`src/rtl/gated_integrator_pkg.sv`:
```
package gated_integrator_pkg;
  typedef enum logic [1:0] {
    PH_IDLE   = 2'd0,
    PH_SIG    = 2'd1,
    PH_BKG    = 2'd2,
    PH_FINISH = 2'd3
  } phase_e;
endpackage

```
`src/rtl/pulse_edge.sv`:
```
module pulse_edge #(
  parameter int SYNC_STAGES = 2
) (
  input  logic clk_i,
  input  logic rst_ni,
  input  logic pulse_i,
  output logic rise_o
);
  logic [SYNC_STAGES-1:0] sync_q;
  logic                   prev_q;

  generate
    if (SYNC_STAGES == 1) begin : g_one
      always_ff @(posedge clk_i or negedge rst_ni)
        if (!rst_ni) sync_q <= '0;
        else         sync_q <= pulse_i;
    end else begin : g_many
      always_ff @(posedge clk_i or negedge rst_ni)
        if (!rst_ni) sync_q <= '0;
        else         sync_q <= {sync_q[SYNC_STAGES-2:0], pulse_i};
    end
  endgenerate

  always_ff @(posedge clk_i or negedge rst_ni)
    if (!rst_ni) prev_q <= 1'b0;
    else         prev_q <= sync_q[SYNC_STAGES-1];

  assign rise_o = sync_q[SYNC_STAGES-1] & ~prev_q;
endmodule

```
`src/rtl/window_seq.sv`:
```
module window_seq
  import gated_integrator_pkg::*;
#(
  parameter int WIN_W = 24,
  parameter int REP_W = 5
) (
  input  logic             clk_i,
  input  logic             rst_ni,
  input  logic             start_i,
  input  logic [WIN_W-1:0] sig_len_i,
  input  logic [WIN_W-1:0] bkg_len_i,
  input  logic [REP_W-1:0] pairs_i,
  output phase_e           phase_o,
  output logic             launch_o
);
  phase_e           phase_q;
  logic [WIN_W-1:0] timer_q;
  logic [WIN_W-1:0] sig_last_q, bkg_last_q;
  logic [REP_W-1:0] left_q;
  logic [WIN_W-1:0] sig_last, bkg_last;

  assign sig_last = (sig_len_i == '0) ? '0 : sig_len_i - 1'b1;
  assign bkg_last = (bkg_len_i == '0) ? '0 : bkg_len_i - 1'b1;
  assign launch_o = start_i && (phase_q == PH_IDLE);
  assign phase_o  = phase_q;

  always_ff @(posedge clk_i or negedge rst_ni) begin
    if (!rst_ni) begin
      phase_q    <= PH_IDLE;
      timer_q    <= '0;
      sig_last_q <= '0;
      bkg_last_q <= '0;
      left_q     <= '0;
    end else begin
      unique case (phase_q)
        PH_IDLE: if (launch_o) begin
          phase_q    <= PH_SIG;
          timer_q    <= sig_last;
          sig_last_q <= sig_last;
          bkg_last_q <= bkg_last;
          left_q     <= (pairs_i == '0) ? REP_W'(1) : pairs_i;
        end
        PH_SIG: if (timer_q == '0) begin
          phase_q <= PH_BKG;
          timer_q <= bkg_last_q;
        end else begin
          timer_q <= timer_q - 1'b1;
        end
        PH_BKG: if (timer_q == '0) begin
          if (left_q == REP_W'(1)) begin
            phase_q <= PH_FINISH;
          end else begin
            phase_q <= PH_SIG;
            timer_q <= sig_last_q;
            left_q  <= left_q - 1'b1;
          end
        end else begin
          timer_q <= timer_q - 1'b1;
        end
        PH_FINISH: phase_q <= PH_IDLE;
        default:   phase_q <= PH_IDLE;
      endcase
    end
  end
endmodule

```
`src/rtl/sat_accum.sv`:
```
module sat_accum #(
  parameter int CNT_W = 32
) (
  input  logic             clk_i,
  input  logic             rst_ni,
  input  logic             clear_i,
  input  logic             inc_i,
  input  logic             dec_i,
  output logic [CNT_W-1:0] acc_o,
  output logic             ovf_o
);
  localparam logic [CNT_W-1:0] MAX_V = {1'b0, {(CNT_W-1){1'b1}}};
  localparam logic [CNT_W-1:0] MIN_V = {1'b1, {(CNT_W-1){1'b0}}};

  logic [CNT_W-1:0] acc_q;
  logic             ovf_q;
  logic             hit_top, hit_bot;

  assign hit_top = inc_i && (acc_q == MAX_V);
  assign hit_bot = dec_i && (acc_q == MIN_V);

  always_ff @(posedge clk_i or negedge rst_ni) begin
    if (!rst_ni) begin
      acc_q <= '0;
      ovf_q <= 1'b0;
    end else if (clear_i) begin
      acc_q <= '0;
      ovf_q <= 1'b0;
    end else begin
      if (hit_top || hit_bot) ovf_q <= 1'b1;
      if (inc_i && !hit_top)      acc_q <= acc_q + 1'b1;
      else if (dec_i && !hit_bot) acc_q <= acc_q - 1'b1;
    end
  end

  assign acc_o = acc_q;
  assign ovf_o = ovf_q;
endmodule

```
`src/rtl/gated_integrator.sv`:
```
module gated_integrator
  import gated_integrator_pkg::*;
#(
  parameter int CNT_W       = 32,
  parameter int WIN_W       = 24,
  parameter int REP_W       = 5,
  parameter int SYNC_STAGES = 2
) (
  input  logic             clk_i,
  input  logic             rst_ni,
  input  logic             start_i,
  input  logic [WIN_W-1:0] sig_len_i,
  input  logic [WIN_W-1:0] bkg_len_i,
  input  logic [REP_W-1:0] pairs_i,
  input  logic             pulse_i,
  output logic             busy_o,
  output logic             gate_o,
  output logic             count_up_o,
  output logic             done_o,
  output logic [CNT_W-1:0] result_o,
  output logic             overflow_o
);
  phase_e           phase_w;
  logic             launch_w, rise_w;
  logic [CNT_W-1:0] acc_w;
  logic [CNT_W-1:0] result_q;
  logic             done_q;

  pulse_edge #(.SYNC_STAGES(SYNC_STAGES)) u_edge (
    .clk_i(clk_i), .rst_ni(rst_ni), .pulse_i(pulse_i), .rise_o(rise_w)
  );

  window_seq #(.WIN_W(WIN_W), .REP_W(REP_W)) u_seq (
    .clk_i(clk_i), .rst_ni(rst_ni), .start_i(start_i),
    .sig_len_i(sig_len_i), .bkg_len_i(bkg_len_i), .pairs_i(pairs_i),
    .phase_o(phase_w), .launch_o(launch_w)
  );

  sat_accum #(.CNT_W(CNT_W)) u_acc (
    .clk_i(clk_i), .rst_ni(rst_ni), .clear_i(launch_w),
    .inc_i(rise_w && (phase_w == PH_SIG)),
    .dec_i(rise_w && (phase_w == PH_BKG)),
    .acc_o(acc_w), .ovf_o(overflow_o)
  );

  always_ff @(posedge clk_i or negedge rst_ni) begin
    if (!rst_ni) begin
      result_q <= '0;
      done_q   <= 1'b0;
    end else begin
      done_q <= (phase_w == PH_FINISH);
      if (phase_w == PH_FINISH) result_q <= acc_w;
    end
  end

  assign busy_o     = (phase_w != PH_IDLE);
  assign gate_o     = (phase_w == PH_SIG) || (phase_w == PH_BKG);
  assign count_up_o = (phase_w == PH_SIG);
  assign done_o     = done_q;
  assign result_o   = result_q;
endmodule

```
`config.mk`:
```
export PLATFORM = sky130hd
export DESIGN_NAME = gated_integrator
export DESIGN_NICKNAME = d
export VERILOG_FILES = /design/src/rtl/gated_integrator_pkg.sv /design/src/rtl/pulse_edge.sv /design/src/rtl/window_seq.sv /design/src/rtl/sat_accum.sv /design/src/rtl/gated_integrator.sv
export SDC_FILE = /design/constraint.sdc
export NUM_CORES = 1
export LEC_CHECK = 0
export ABC_CLOCK_PERIOD_IN_PS = 5500
export BUFFER_PORTS_ARGS = -buffer_cell sky130_fd_sc_hd__buf_2
export CORE_MARGIN = 2
export CORE_UTILIZATION = 30
export CTS_BUF_LIST = sky130_fd_sc_hd__clkbuf_8
export CTS_CLUSTER_SIZE = 12
export DETAILED_ROUTE_END_ITERATION = 6
export HOLD_SLACK_MARGIN = 0.08
export PLACE_DENSITY = 0.44
export SYNTH_ARGS = -nofsm -noshare
export SYNTH_HDL_FRONTEND = slang
export SYNTH_SLANG_ARGS = --single-unit
```
`constraint.sdc`:
```
create_clock -name clk_i -period 5.5 [get_ports clk_i]
set_input_delay 0.55 -clock clk_i [delete_from_list [all_inputs] [get_ports clk_i]]
set_output_delay 0.55 -clock clk_i [all_outputs]
set_load 0.03 [all_outputs]
```
======== Word level (Yosys, flattened, before mapping) ========
Index checks and enable logic that the tools add are counted.
word-level totals
  bits in registers ....................... 148
  latch bits .............................. 0
  RAM bits ................................ 0
  memory bits (read-only) ................. 0
  output and inout port bits .............. 37
  memories kept ........................... 0
cells by class
  $add $sub $neg .......................... 6
  $mul .................................... 0
  div/mod/pow operators ................... 0
  $lt $le $gt $ge ......................... 0
  eq/ne operators ......................... 11
  shift operators ......................... 0
  multiplexer cells ....................... 22
  bitwise operators ....................... 2
  reductions and logical operators ........ 25
operators with widths
  operator                                                              count
  24-bit 2-to-1 mux                                                     6
  32-bit 2-to-1 mux                                                     3
  24-bit logical NOT                                                    3
  24-bit case mux with 3 select lines                                   1
  24-bit by 1-bit subtractor with 24-bit output, second input constant  3
  32-bit by 1-bit adder with 32-bit output, second input constant       1
  32-bit by 31-bit == test with 1-bit output, second input constant     1
  32-bit == test, second input constant                                 1
  32-bit by 1-bit subtractor with 32-bit output, second input constant  1
  5-bit 2-to-1 mux                                                      4
  5-bit case mux with 2 select lines                                    1
  2-bit 2-to-1 mux                                                      4
  2-bit case mux with 4 select lines                                    1
  1-bit logical AND                                                     7
  3-bit AND reduction                                                   2
  2-bit nonzero test                                                    3
  3-bit nonzero test                                                    2
  5-bit by 1-bit == test with 1-bit output, second input constant       1
  5-bit logical NOT                                                     1
  5-bit by 1-bit subtractor with 5-bit output, second input constant    1
  2-bit == test, second input constant                                  2
  2-bit by 1-bit != test with 1-bit output, second input constant       2
  2-bit != test, second input constant                                  2
  4-bit AND reduction                                                   1
  other kinds (9)                                                       12

======== Longest topological paths before layout ========
Gate-level depths: netlist (run 1).
  word-level depth ........................ 9
  depth in mapped cells ................... 20
  mapped depth without buffers ............ 16

======== Cells and area by module ========
From an unflattened synthesis (run 1), not the netlist that was laid out.
unflattened totals
  cells, all modules ...................... 1173
  area, all modules ....................... 10500.1 µm²
modules (own cells, without submodules)
  module            instances  cells an instance  area an instance (µm²)  seq. area each (µm²)
  window_seq        1          651                5514.0                  1976.9
  sat_accum         1          439                3440.8                  825.8
  gated_integrator  1          79                 1456.4                  825.8
  pulse_edge        1          4                  88.8                    75.1

======== Worst setup path before layout (run 1) ========
Ideal clock, no wire load.
  kind .................................... register -> register
  start ................................... reg u_acc.acc_q[18] (netlist: u_acc.acc_o[18])
  end ..................................... reg u_acc.acc_q[24] (netlist: u_acc.acc_o[24])
  data arrival time ....................... 4512 ps
  required time ........................... 5378 ps
  path slack .............................. 866 ps
  stages on the path, launching flop included .. 19
  buffers on the path ..................... 3
  clock period less this slack ............ 4634 ps
  path through ............................ dfrtp_1 -> buf_2 -> nand4_1 -> nor4_2 -> and3_4 -> nor2_1 -> inv_2 -> clkbuf_1 -> clkbuf_1 -> ha_1 -> a21o_1 -> and3_1 -> a2111oi_0 -> a21bo_2 -> or3_1 -> o221ai_1 -> o21bai_1 -> or3_1 -> o2111a_1
on the way
  cells in the longest elaborated chain, start to end .. 6
  elaborated cells between the ends (all ways) .. 14
ends and longest elaborated chain
  element                                                                                                line             RTL
  from (decl)                                                                                            sat_accum.sv:15  logic [CNT_W-1:0] acc_q;
  from (signal assigned)                                                                                 sat_accum.sv:31  if (inc_i && !hit_top) acc_q <= acc_q + 1'b1;
  from (signal assigned)                                                                                 sat_accum.sv:32  else if (dec_i && !hit_bot) acc_q <= acc_q - 1'b1;
  parallel branches: the longest is 6 deep, another holds 32-bit by 1-bit subtractor with 32-bit output  -
Several ways; the timed one is not identified. The select of a mux whose other input is x is not followed.
A chain may end at the register's enable or synchronous reset.

======== Worst setup path after layout (run 1) ========
Ends and elaborated chain as after synthesis.

==> results.py, run 1 <==
metrics = {
    "status": {
        "outcome": "complete, no violations",
    },
    "yosys": {
        "synth_cells": 1193,
        "synthFlopType": "dfrtp_1",
        "synth_top_area_share_pct": 37.6,
        "avgSynthCellArea_sq_um": 8.26,
        "synth_nets": 1279,
        "synthTopCellsByArea": "dfrtp_1 38%, nand2_1 6.8%, o21ai_0 5.1%",
        "synth_seq_cells": 148,
        "synth-warning-count": 0,
        "synthArstFlopShare_pct": 100,
        "syn_area_sq_um": 9860,
        "ys_seq_area_share_pct": 37.6,
        "synth.largest_area_cell": "dfrtp_1",
        "synth_edf_count": 0,
        "ys_types": 77,
    },
    "timing": {
        "fmax_ghz": 0.208,
        "hold_ws_ns": 0.0858,
        "slew_headroom_pct": 30.8,
        "rsz0062_at_grt": "no",
        "period_share_pct": 87.2,
        "finalHoldViolations": 0,
        "slew_violations": 0,
        "period_needed_ns": 4.80,
        "tns_ns": 0,
        "setup_viol": 0,
        "fin_skew_ns": 0.0225,
        "worstMarginPinSlew_ns": 1.04,
    },
    "detailed_routing": {
        "drt-total-wl_um": 29800,
        "wire_per_inst_um": 17.5,
        "viasPerCell": 5.26,
        "num_vias": 8940,
        "antenna_left": 0,
        "detail_route.first_pass.iterations": 5,
        "drt_iter0_drc": 433,
        "drcViolationCount": 0,
    },
    "global_route": {
        "busiest_layer": "met2",
        "antenna_found_initial": 1,
        "use_met2_pct": 27.1,
        "grt_pass1_vias": 8618,
        "globalRouteMet3Util_pct": 3.46,
        "grt_max_degree": 73,
        "grt_pass1_wl_um": 48600,
        "use_met1_pct": 26.5,
        "track_usage_pct": 18.1,
        "grt_overflow": 0,
    },
    "placement": {
        "gp_congestion": 0.834,
        "dp.cells": 1666,
        "post_dp_cell_area_sq_um": 10700,
        "io_buffers": 93,
        "hpwlAfterDp_um": 21700,
    },
    "setup_path": {
        "cp.required_ns": 5.87,
        "worstSetupStartpoint": "u_acc.acc_o[18]$_DFFE_PN0P_",
        "reg2reg_depth": 16,
        "start_kind": "flop",
        "cp-endpoint": "u_acc.acc_o[24]$_DFFE_PN0P_",
        "path_class": "reg -> reg",
        "worstPathArrival_ns": 5.17,
        "worstReg2RegEnd": "u_acc.acc_o[24]$_DFFE_PN0P_",
        "critPathMaxFanout": 11,
        "r2r_slack_ns": 0.70,
        "r2r-start": "u_acc.acc_o[18]$_DFFE_PN0P_",
        "critical_path.endpoint_type": "flop",
    },
    "floorplanning": {
        "coreArea_sq_um": 32500,
        "die-area_sq_um": 34300,
        "core.rowCount": 66,
        "die_h_um": 185,
        "die_w_um": 185,
        "initial_utilization_pct": 30.4,
        "boundaryPins": 94,
    },
    "clock_tree": {
        "h-tree-depth": 4,
        "root_buffer": "clkbuf_8",
        "cts_inserted_buffers": 17,
        "cts_tree": "built",
        "insertion_delay_ns": 0.48,
        "clock_path_buffers": 2,
        "post_cts_buffers": 0,
        "clk_transition_reported_paths_ns": 0.09,
        "cts_resized": 0,
        "hold_buffers": 0,
        "numClockSinks": 148,
    },
    "final_layout": {
        "stdcell_count": 1699,
        "fin_area_sq_um": 11200,
        "nNetsFinal": 1329,
        "synthToLayoutAreaGrowth_pct": 13.9,
        "drive_above_1_share_pct": 16.0,
        "fillCellCount": 3471,
    },
    "pwr": {
        "power_mw": 7.00,
        "peakVddDrop_uv": 184,
        "p_leak_nw": 4.78,
        "p_per_area_nw_per_um2": 623,
    },
    "min_path": {
        "holdCritPathClass": "in -> async",
    },
    "flow_run": {
        "cap_viol_max_count": 0,
    },
}
-- final cells by class --
cell class                 instances  area (sq um)  share of cell area [%]
antenna                            1          2.50                  0.0223
multi-input combinational        941          5750                    51.2
tap                              442           553                    4.93
sequential                       148          3700                    33.0
clock inverter                    13           251                    2.24
inverter                          22          82.6                   0.736
timing repair buffer             113           622                    5.54
clock buffer                      19           262                    2.33
-- per-layer routing --
layer / share of wire, % / wire (um) / vias up
met5: 0 / 0 / -
met4: 1.5 / 451 / 0
met3: 4.0 / 1200 / 25
met2: 43 / 12800 / 174
met1: 51 / 15300 / 4321
li1: - / - / 4420
-- worst max-delay path: stages (launching register included) --
cell	delay (ns)
dfrtp_1	0.58
nand4_1	0.22
nor4_2	0.47
and3_4	0.34
nor2_1	0.07
buf_4	0.18
inv_1	0.23
ha_1	0.31
a21oi_1	0.25
o21ai_0	0.11
o21ai_0	0.21
o311ai_1	0.21
or3_1	0.42
o221ai_1	0.45
o21bai_1	0.18
or3_1	0.33
o2111a_1	0.14
-- cells by family (layout without fill, tap and decap cells) --
| kind of cell | Yosys count | count (layout) | share of synthesized area, % |
|---|---|---|---|
| AND/OR/NAND/NOR | 476 | 476 | 23.0 |
| AO/OA/AOI/OAI | 325 | 325 | 20.6 |
| flip-flops | 148 | 148 | 37.6 |
| buffers and inverters | 104 | 167 | 4.35 |
| XOR/XNOR | 69 | 69 | 6.13 |
| multiplexers | 42 | 42 | 4.68 |
| adder cells (fa/ha/maj) | 29 | 29 | 3.68 |
| other | 0 | 1 | 0 |
-- state kept, by name (all words and copies together), names as in the netlist --
name and flops:
done_o 1, result_o 32, u_acc.acc_o 32, u_acc.ovf_o 1
u_edge.prev_q 1, u_edge.sync_q 2, u_seq.bkg_last_q 24, u_seq.left_q 5
u_seq.phase_o 2, u_seq.sig_last_q 24, u_seq.timer_q 24
-- stage by stage --
stage	utilization (%)	setup slack [ns]
final	34.6	0.702
after global routing	34.6	0.386
after CTS	34.6	0.845
after detailed placement	33.0	0.858
after global placement	33.0	0.946
after floorplan	-	0.866
-- cells in the final DEF, fill, tap and decap left out, types with 9 or more instances in the layout --
master    count
nand3_1      21
nand2_1     177
nor3_1       49
or3_1        19
o21ai_0     100
dfrtp_1     148
ha_1         28
and3_1       11
mux2i_1       9
buf_2        92
or4_1        18
mux2_2       33
nor2_1      101
xnor2_1      48
inv_1        22
a21o_1       13
nor4_1       26
buf_4        20
clkbuf_8     19
o22ai_1      17
o31ai_1      16
a21oi_1      93
xor2_1       21
nand4_1      14
-- where the power goes --
group / internal, mW / switching [mW]
combinational: 1.50 / 2.33
sequential: 1.55 / 0.503
clock: 0.655 / 0.459
-- how the worst min path moves through the flow --
| stage | to | slack [ns] |
|---|---|---|
| detailed placement | u_edge.prev_q$_DFF_PN0_ | 0.42 |
| floorplan | done_o$_DFF_PN0_ | 0.25 |
| global route | result_o[21]$_DFFE_PN0P_ | 0.12 |
| CTS | result_o[21]$_DFFE_PN0P_ | 0.1 |
| global placement | u_edge.prev_q$_DFF_PN0_ | 0.41 |
| finish | u_acc.acc_o[21]$_DFFE_PN0P_ | 0.09 |
-- synth_stat cells (all sizes together), types with 22 or more instances --
library cell    n
a21oi          93
clkbuf         64
dfrtp         148
ha             29
inv            22
mux2           33
nand2         178
nand3          22
nor2          102
nor3           49
nor4           27
o21ai         102
xnor2          48
(Power assumes the default switching activity.)
==> run 2: changes to the inputs <==
Settings changed: CELL_PAD_IN_SITES_DETAIL_PLACEMENT set to 1, CELL_PAD_IN_SITES_GLOBAL_PLACEMENT set to 1, PLACE_DENSITY 0.44 to 0.55.
==> run 2 against run 1 <==
  * Critical path depth did not move
  * Total power fell by 1.5%
  * Non-clock buffer count rose by 2
  * Sequential share of layout area rose by 0.30 points
  * Design area fell by 0.91%
  * Highest routed layer is now met5
  * Global-route usage rose by 1.4 points
==> results.py, run 2 (synthesis gave the netlist of run 1 again) <==
metrics = {
    "status": {
        "outcome": "complete, no violations",
    },
    "timing": {
        "finalHoldViolations": 0,
        "period_share_pct": 89.8,
        "setup_slack_ns": 0.561,
        "period_needed_ns": 4.94,
        "fmax_ghz": 0.202,
        "slew_violations": 0,
        "setup_viol": 0,
        "worstMarginPinSlew_ns": 1.03,
        "tns_ns": 0,
        "hold_ws_ns": 0.163,
        "slew_headroom_pct": 31.3,
        "fin_skew_ns": 0.0215,
        "rsz0062_at_grt": "no",
    },
    "final_layout": {
        "synthToLayoutAreaGrowth_pct": 12.8,
        "nNetsFinal": 1331,
        "drive_above_1_share_pct": 16.1,
        "stdcell_count": 1700,
        "layout_common_cells": "177 x nand2_1, 148 x dfrtp_1, 101 x nor2_1",
        "fin_util_pct": 34.3,
        "antenna_cells": 0,
        "final_common_cell": "nand2_1",
        "fin_area_sq_um": 11100,
    },
    "min_path": {
        "whs_path_depth": 1,
        "holdCritPathClass": "in -> reg",
    },
    "detailed_routing": {
        "top_layer": "met5",
        "drt_iter0_drc": 544,
        "num_vias": 9147,
        "wire_per_inst_um": 19.1,
        "drt-total-wl_um": 32400,
        "wl_met3_um": 1150,
        "antenna_left": 0,
        "drcViolationCount": 0,
        "wl_met1_um": 16800,
        "viasPerCell": 5.38,
        "wl_met2_um": 13900,
        "detail_route.first_pass.iterations": 5,
    },
    "floorplanning": {
        "die-area_sq_um": 34300,
        "die_h_um": 185,
        "die_w_um": 185,
        "core.rowCount": 66,
        "boundaryPins": 94,
        "coreArea_sq_um": 32500,
        "initial_utilization_pct": 30.4,
    },
    "flow_run": {
        "cap_viol_max_count": 0,
    },
    "setup_path": {
        "path_class": "reg -> reg",
        "critPathMaxFanout": 11,
        "start_kind": "flop",
        "critical_path.endpoint_type": "flop",
        "worstPathArrival_ns": 5.30,
        "cp.depth": 16,
        "timing.critical_path.cells": "nand4_1, nor4_2, and3_4, nor2_1, buf_4, inv_1, ha_1, a21oi_1, o21ai_0, o21ai_0, o311ai_1, or3_1, o221ai_1, o21bai_1, or3_1, o2111a_1",
        "worst-path-buf-inv": 2,
        "cp.required_ns": 5.86,
        "crit_family": "simple AND/OR/NAND/NOR gates",
        "slowest_stage": "dfrtp_1",
        "worst_path_largest_cell_delay_ns": 0.61,
        "reg2reg_depth": 16,
    },
    "global_route": {
        "grt_pass1_vias": 9093,
        "grt_pass1_wl_um": 52200,
        "grt_overflow": 0,
        "antenna_found_initial": 2,
        "grt_max_degree": 61,
        "track_usage_pct": 19.5,
    },
    "pwr": {
        "p_per_area_nw_per_um2": 620,
        "peakVddDrop_uv": 195,
        "p_leak_nw": 4.74,
        "power_mw": 6.89,
    },
    "placement": {
        "hpwlAfterDp_um": 23600,
        "post_dp_cell_area_sq_um": 10700,
        "io_buffers": 93,
        "gp_congestion": 0.884,
        "place_ws_ns": 0.720,
        "dp.cells": 1667,
    },
    "clock_tree": {
        "h-tree-depth": 4,
        "cts_inserted_buffers": 17,
        "cts_tree": "built",
        "insertion_delay_ns": 0.48,
        "post_cts_buffers": 0,
        "cts_resized": 0,
        "numClockSinks": 148,
        "root_buffer": "clkbuf_8",
        "clk_transition_reported_paths_ns": 0.10,
        "clock_path_buffers": 2,
    },
}
==> run 2: cell count changes in the layout (fill, tap and decap cells not counted), sizes merged <==
| cell | before | now |
|---|---|---|
| bufinv | 7 | 2 |
| dlygate4sd3 | 0 | 1 |
| buf | 113 | 114 |
| diode | 1 | 0 |
| clkinv | 2 | 7 |
==> run 2: worst paths after layout <==
path	from	to	slack, ns
worst max-delay path	u_acc.acc_o[17]$_DFFE_PN0P_	u_acc.acc_o[24]$_DFFE_PN0P_	0.56
worst min-delay path	pulse_i	u_edge.sync_q[0]$_DFF_PN0_	0.16
worst max register to register	u_acc.acc_o[17]$_DFFE_PN0P_	u_acc.acc_o[24]$_DFFE_PN0P_	0.56
worst min register to register	u_edge.sync_q[1]$_DFF_PN0_	u_edge.prev_q$_DFF_PN0_	0.43
max in group asynchronous	rst_ni	u_seq.sig_last_q[23]$_DFFE_PN0P_	3.82
min in group asynchronous	rst_ni	result_o[22]$_DFFE_PN0P_	0.59
==> run 2: worst register-to-register path: stages, from the launching register on <==
cell and delay [ns]:
dfrtp_1 0.61, nand4_1 0.23, nor4_2 0.49, and3_4 0.36, nor2_1 0.10, buf_4 0.18, inv_1 0.24, ha_1 0.32
a21oi_1 0.32, o21ai_0 0.13, o21ai_0 0.19, o311ai_1 0.19, or3_1 0.40, o221ai_1 0.41, o21bai_1 0.17, or3_1 0.33
o2111a_1 0.14
==> run 2: metal layers <==
metal | track usage [%] | up-vias
met2 | 29.0 | 163
met1 | 29.2 | 4534
met5 | 0 | -
li1 | - | 4410
met3 | 3.34 | 36
met4 | 4.70 | 4
==> run 2: what timing repair did <==
action                                  4_1_cts  5_1_grt
hold buffers                                  1        0
endpoints found under the hold margin        50        0
endpoints found under the setup margin        0        0
==> run 2: final cells by class <==
class / count / area, sq um
fill: 3920 / 21300
sequential: 148 / 3700
timing repair buffer: 115 / 639
clock buffer: 19 / 262
inverter: 22 / 82.6
tap: 442 / 553
clock inverter: 13 / 134
multi-input combinational: 941 / 5750
==> run 2: power by group <==
group          internal, mW  total, mW  switching [mW]
Combinational          1.50       3.93            2.43
Sequential             1.55       2.06           0.508
Clock                 0.425      0.894           0.469
Total                  3.48       6.89            3.41
